<file path="src/rtl/serial_rx.sv">
module serial_rx #(
  parameter int BIT_TICKS   = 16,
  parameter int START_TICKS = 8,
  parameter int PRE_W       = 12
) (
  input  logic       clk,
  input  logic       rst_n,
  input  logic       rx_in,
  input  logic       rx_en,
  input  logic [3:0] tap_sel,
  input  logic [1:0] par_mode,
  input  logic       err_mask,
  input  logic       buf_rd,
  output logic [7:0] rx_data,
  output logic       rx_done,
  output logic       rx_err,
  output logic       flag_fe,
  output logic       flag_pe,
  output logic       flag_ovr
);
  localparam int CW = $clog2(BIT_TICKS + 1);
  typedef enum logic [2:0] {S_IDLE, S_START, S_DATA, S_PAR, S_STOP} st_t;

  st_t             st;
  logic [1:0]      sync;
  logic            rx_s;
  logic [PRE_W-1:0] pre, mask;
  logic [3:0]      tap;
  logic            tick;
  logic [CW-1:0]   cnt;
  logic [2:0]      idx;
  logic [7:0]      sh;
  logic            pbit, full;
  logic            bit_end, start_end, fin, par_on;
  logic            fe_n, pe_n, ovr_n, any_err;

  assign rx_s = sync[1];
  assign tap  = (tap_sel > 4'(PRE_W - 1)) ? 4'(PRE_W - 1) : tap_sel;
  assign mask = (PRE_W'(2) << tap) - PRE_W'(1);
  assign tick = (pre & mask) == mask;

  assign bit_end   = tick && cnt == CW'(BIT_TICKS - 1);
  assign start_end = tick && cnt == CW'(START_TICKS - 1);
  assign par_on    = par_mode == 2'd1 || par_mode == 2'd2;
  assign fin       = rx_en && st == S_STOP && bit_end;

  assign fe_n    = !rx_s;
  assign pe_n    = par_on && ((^{sh, pbit}) != (par_mode == 2'd2));
  assign ovr_n   = full && !buf_rd;
  assign any_err = fe_n || pe_n || ovr_n;

  always_ff @(posedge clk or negedge rst_n) begin
    if (!rst_n) begin
      sync <= 2'b11;
      pre  <= '0;
    end else begin
      sync <= {sync[0], rx_in};
      pre  <= pre + 1'b1;
    end
  end

  always_ff @(posedge clk or negedge rst_n) begin
    if (!rst_n) begin
      st   <= S_IDLE;
      cnt  <= '0;
      idx  <= '0;
      sh   <= '0;
      pbit <= 1'b0;
    end else if (!rx_en) begin
      st  <= S_IDLE;
      cnt <= '0;
    end else begin
      case (st)
        S_IDLE:
          if (!rx_s) begin
            st  <= S_START;
            cnt <= '0;
          end
        S_START:
          if (start_end) begin
            cnt <= '0;
            idx <= '0;
            st  <= rx_s ? S_IDLE : S_DATA;
          end else if (tick) cnt <= cnt + 1'b1;
        S_DATA:
          if (bit_end) begin
            cnt <= '0;
            sh  <= {rx_s, sh[7:1]};
            idx <= idx + 1'b1;
            if (idx == 3'd7) st <= par_on ? S_PAR : S_STOP;
          end else if (tick) cnt <= cnt + 1'b1;
        S_PAR:
          if (bit_end) begin
            cnt  <= '0;
            pbit <= rx_s;
            st   <= S_STOP;
          end else if (tick) cnt <= cnt + 1'b1;
        S_STOP:
          if (bit_end) begin
            cnt <= '0;
            st  <= S_IDLE;
          end else if (tick) cnt <= cnt + 1'b1;
        default: st <= S_IDLE;
      endcase
    end
  end

  always_ff @(posedge clk or negedge rst_n) begin
    if (!rst_n) begin
      rx_data  <= '0;
      full     <= 1'b0;
      flag_fe  <= 1'b0;
      flag_pe  <= 1'b0;
      flag_ovr <= 1'b0;
      rx_done  <= 1'b0;
      rx_err   <= 1'b0;
    end else begin
      rx_done <= fin && !(any_err && err_mask);
      rx_err  <= fin && any_err;
      if (fin) begin
        rx_data  <= sh;
        full     <= 1'b1;
        flag_fe  <= (flag_fe  && !buf_rd) || fe_n;
        flag_pe  <= (flag_pe  && !buf_rd) || pe_n;
        flag_ovr <= (flag_ovr && !buf_rd) || ovr_n;
      end else if (buf_rd) begin
        full     <= 1'b0;
        flag_fe  <= 1'b0;
        flag_pe  <= 1'b0;
        flag_ovr <= 1'b0;
      end
    end
  end

  AST_DONE_ONE_CYCLE: assert property (@(posedge clk) disable iff (!rst_n) rx_done |=> !rx_done);
  AST_ERR_HAS_FLAG: assert property (@(posedge clk) disable iff (!rst_n) rx_err |-> (flag_fe || flag_pe || flag_ovr));
  AST_MASK_HIDES_DONE: assert property (@(posedge clk) disable iff (!rst_n) (rx_err && $past(err_mask)) |-> !rx_done);
  AST_OVR_NEEDS_FULL: assert property (@(posedge clk) disable iff (!rst_n) $rose(flag_ovr) |-> $past(full));
  AST_READ_CLEARS: assert property (@(posedge clk) disable iff (!rst_n) (buf_rd && !fin) |=> !(flag_fe || flag_pe || flag_ovr));
  AST_DISABLED_QUIET: assert property (@(posedge clk) disable iff (!rst_n) !rx_en |=> (!rx_done && !rx_err));
  AST_DISABLED_DATA: assert property (@(posedge clk) disable iff (!rst_n) !rx_en |=> $stable(rx_data));
endmodule

</file>
<file path="config.mk">
export PLATFORM = sky130hd
export DESIGN_NAME = serial_rx
export DESIGN_NICKNAME = d
export VERILOG_FILES = /design/src/rtl/serial_rx.sv
export SDC_FILE = /design/constraint.sdc
export NUM_CORES = 1
export LEC_CHECK = 0
export BUFFER_PORTS_ARGS = -buffer_cell sky130_fd_sc_hd__buf_2
export CAP_MARGIN = 25
export CELL_PAD_IN_SITES_DETAIL_PLACEMENT = 1
export CELL_PAD_IN_SITES_GLOBAL_PLACEMENT = 2
export CORE_UTILIZATION = 35
export CTS_CLUSTER_DIAMETER = 200
export DETAILED_ROUTE_END_ITERATION = 6
export MAX_ROUTING_LAYER = met4
export PLACE_DENSITY = 0.72
export SLEW_MARGIN = 40
export SYNTH_ARGS = -nofsm -noshare
export SYNTH_HDL_FRONTEND = slang
export SYNTH_SLANG_ARGS = --single-unit
</file>
<file path="constraint.sdc">
create_clock -name clk -period 2.6 [get_ports clk]
set_input_delay 0.39 -clock clk [delete_from_list [all_inputs] [get_ports clk]]
set_output_delay 0.39 -clock clk [all_outputs]
set_load 0.03 [all_outputs]
</file>
==> results by group <==
Run status
  – Status: finished with violations
  – Failing checks: negative hold slack

CTS
  – CTS clk-pin slew, worst paths: 90 ps
  – H-tree Lvls: 2
  – CTS Hold Bufs: 0
  – Post-CTS Setup Repair Bufs: 0
  – Worst skew pair latency: 310 ps
  – Clk buf depth: 2
  – PostCTS Resize Cnt: 0
  – TritonCTS clock tree: built
  – CTS buffer count: 5
  – Sink Count: 48
  – Clock root buffer: clkbuf_8

Worst setup path
  – Setup crit end kind: register
  – CP max-delay cell: or4b_2
  – Crit path capture: st[1]
  – Worst setup path startpoint: cnt[0]
  – Reg-to-Reg Start: cnt[0]
  – WP data arrival: 2680 ps
  – CP most frequent cell: ha_1
  – Cells on worst reg2reg path: 8
  – CP required: 2830 ps
  – CP Max Fanout: 4
  – Worst setup path category: register to register
  – CP Cell Sequence: ha_1 -> and3_1 -> ha_1 -> nor3b_1 -> a311oi_1 -> or4b_2 -> or4_1 -> o21ai_0
  – R2r endpoint: st[1]
  – Largest stage delay, worst path: 600 ps
  – Flop2flop setup slack: 150 ps
  – CP startpoint kind: register

STA
  – Slew headroom: 0.7377
  – Tightest Pin Transition: 388.0 ps
  – Post-layout min period: 2446 ps
  – Endpoints failing setup: 0
  – Tcrit/Tclk final: 0.9407
  – Min Hold Slack: -5.076 ps
  – Slew Limit Fails: 0
  – RSZ-0062 raised after global routing: false
  – Worst Skew: 4.895 ps
  – Max Fclk: 0.4089 GHz
  – Final Hold Violating Endpoints: 6
  – Setup_tns: 0 ps

Detailed routing
  – Routed WL: 5.826 mm
  – Starting DRT DRC Count: 32
  – TritonRoute pass-1 iters: 4
  – WL/cell: 15.41 um
  – Vias per std cell: 5.122
  – Post-route ant nets: 0
  – DR DRC count: 0
  – DR vias: 1936

Power
  – Clock power share: 0.357
  – Net Switching: 325.6 uW
  – Peak supply drop: 0.0002242 V
  – Int Power: 1009 uW
  – Cell area power density: 445.1 nW/um2
  – Flop pwr share: 0.567
  – Part of the power in combinational logic: 0.076
  – Sw Share: 0.2440
  – Leak pwr: 0.001419 uW

Finish
  – Commonest non-fill, non-tap cell in the layout: dfrtp_1
  – Most frequent cells in the layout: dfrtp_1 (46), buf_2 (24), buf_4 (18)
  – Diodes inserted: 0
  – Multi-input gate area: 1270 um2
  – Reg area: 1204 um2
  – Filler Cell Count: 857
  – Layout cells sized above 1: 0.2760
  – Final Instance Area: 2999 um2
  – # nets final: 297
  – Final core occ: 0.4157
  – P&R area growth vs syn: 15.35%

Logic synthesis
  – FF+latch count, synth: 48
  – Largest family of logic cells by synthesized area: simple AND/OR/NAND/NOR gates
  – Register area share after synthesis: 0.4629
  – Mapped Cells: 241
  – Main synth FF type: dfrtp_1
  – Synth area leader: dfrtp_1
  – Ys async rst share: 1.000
  – Post-Syn Area: 2600 um2
  – Syn avg cell area: 10.79 um2
  – Xor and xnor area share after synthesis: 0.06593
  – Top cell type's share of synthesized area: 0.4427
  – Adder-cell share of the synthesized area: 0.03369
  – Library cells used by synthesis: 55
  – Yosys warns: 0
  – Synth Area in Compound Gates: 0.1049
  – Synth Area in Simple Gates: 0.1925
  – Syn Nets: 260
  – Number of flops mapped to enable cells by yosys: 0
  – Post-synthesis mux area share: 0.09143
  – Ranking of synthesized cells by area: dfrtp_1 (44%), mux2_2 (6.1%), xnor2_1 (4.7%)

Hold path
  – Min-Delay Path Class: primary input to async pin

Global route
  – Total Routing Usage GR: 0.1703
  – Largest net degree at the start of global routing: 21
  – Initial antenna violation count: 0
  – Gr ovfl total: 0
  – Vias in the first global route: 1887
  – First-pass GRT wire length: 9.811 mm

Die
  – I/O Pins: 25
  – Core ar.: 7214 um2
  – Die Span X: 88.19 um
  – Row Count: 31
  – Initial Util: 0.3604
  – Die Ht: 88.19 um
  – Die area: 7777 um2

Run
  – Max-cap violations: 0

Placed design
  – Post-DP HPWL: 4.447 mm
  – Placement Cell Area: 2905 um2
  – GP Congestion: 0.7871
  – Port Buffer Count: 24
-- state kept, by name, summed over array words and instances (netlist names) --
name      count
flag_ovr      1
pbit          1
rx_data       8
flag_pe       1
sync          2
flag_fe       1
idx           3
rx_err        1
st            3
sh            8
cnt           5
full          1
pre          12
rx_done       1
-- worst max-delay path: cells and delay by family (launching register included) --
| kind | cells | cell delay [ps] |
|---|---|---|
| AND/OR/NAND/NOR | 4 | 1220 |
| AO/OA/AOI/OAI | 2 | 390 |
| adder cells (fa/ha/maj) | 2 | 340 |
| flip-flops | 1 | 400 |
-- power by group through the flow --
stage,logic (uW),registers (uW),clock network [uW]
2_1_floorplan,56.8,767,0
3_3_place_gp,104,770,0
3_5_place_dp,104,771,0
4_1_cts,105,756,506
5_1_grt,115,757,527
6_report,102,756,477
-- kinds of logic (layout without fill, tap and decap cells) --
| family | count (synthesis) | after routing |
|---|---|---|
| xor gates and xnor gates | 18 | 18 |
| AOI/OAI and AO/OA | 38 | 38 |
| buffers and inverters | 26 | 64 |
| adders and majority gates | 7 | 7 |
| DFF | 48 | 48 |
| muxes | 20 | 20 |
| and+or+nand+nor | 84 | 84 |
-- cells in the mapped netlist (2+ instances only) --
master    count
dfrtp_1      46
nand2_1      17
inv_1        14
mux2_2       14
xnor2_1      14
nor2_1       13
nand3_1      10
nor3b_1       8
ha_1          7
o211ai_1      6
o21ai_0       6
buf_2         5
nand4_1       5
o22ai_1       5
clkbuf_1      4
mux2_4        4
nand2b_1      4
nor2b_1       4
a21oi_1       3
buf_6         3
nand3b_1      3
nor3_1        3
xor2_1        3
a22o_1        2
and3_1        2
and4_1        2
dfstp_2       2
mux2i_1       2
nor4b_1       2
o21a_1        2
or4b_2        2
-- layer usage --
layer / global-route usage / routed length [um]
met1: 0.2348 / 2883
met2: 0.2573 / 2764
met3: 0.03110 / 108
met4: 0.04399 / 68
met5: - / 0
-- how the worst min path moves through the flow --
| stage | start | endpoint | slack (ps) | depth (start not counted) |
|---|---|---|---|---|
| final | rst_n | flag_ovr | -5 | 1 |
| after global routing | rst_n | flag_ovr | 20 | 1 |
| after CTS | rst_n | flag_ovr | 6 | 1 |
| after detailed placement | rst_n | flag_ovr | 350 | 1 |
| after global placement | rst_n | flag_ovr | 330 | 1 |
| after floorplan | rst_n | cnt[0] | 90 | 0 |
-- through the flow --
stage	total power [uW]	setup slack, ps	std cells
after floorplan	823.3	28.73	241
after global placement	874.0	12.42	370
final	1335	154.3	378
after global routing	1399	33.90	378
after CTS	1367	92.73	378
after detailed placement	875.3	-9.229	370
-- area by class of cell --
| cell class | count | share of cell area |
|---|---|---|
| clock buffers | 7 | 0.02879 |
| repair buffers | 42 | 0.08511 |
| multi-input cells | 167 | 0.4234 |
| clock inverters | 1 | 0.002503 |
| flip-flops and latches | 48 | 0.4013 |
| well taps | 99 | 0.04130 |
| inverters | 14 | 0.01752 |
No activity file was read; power rests on OpenSTA's default activity.
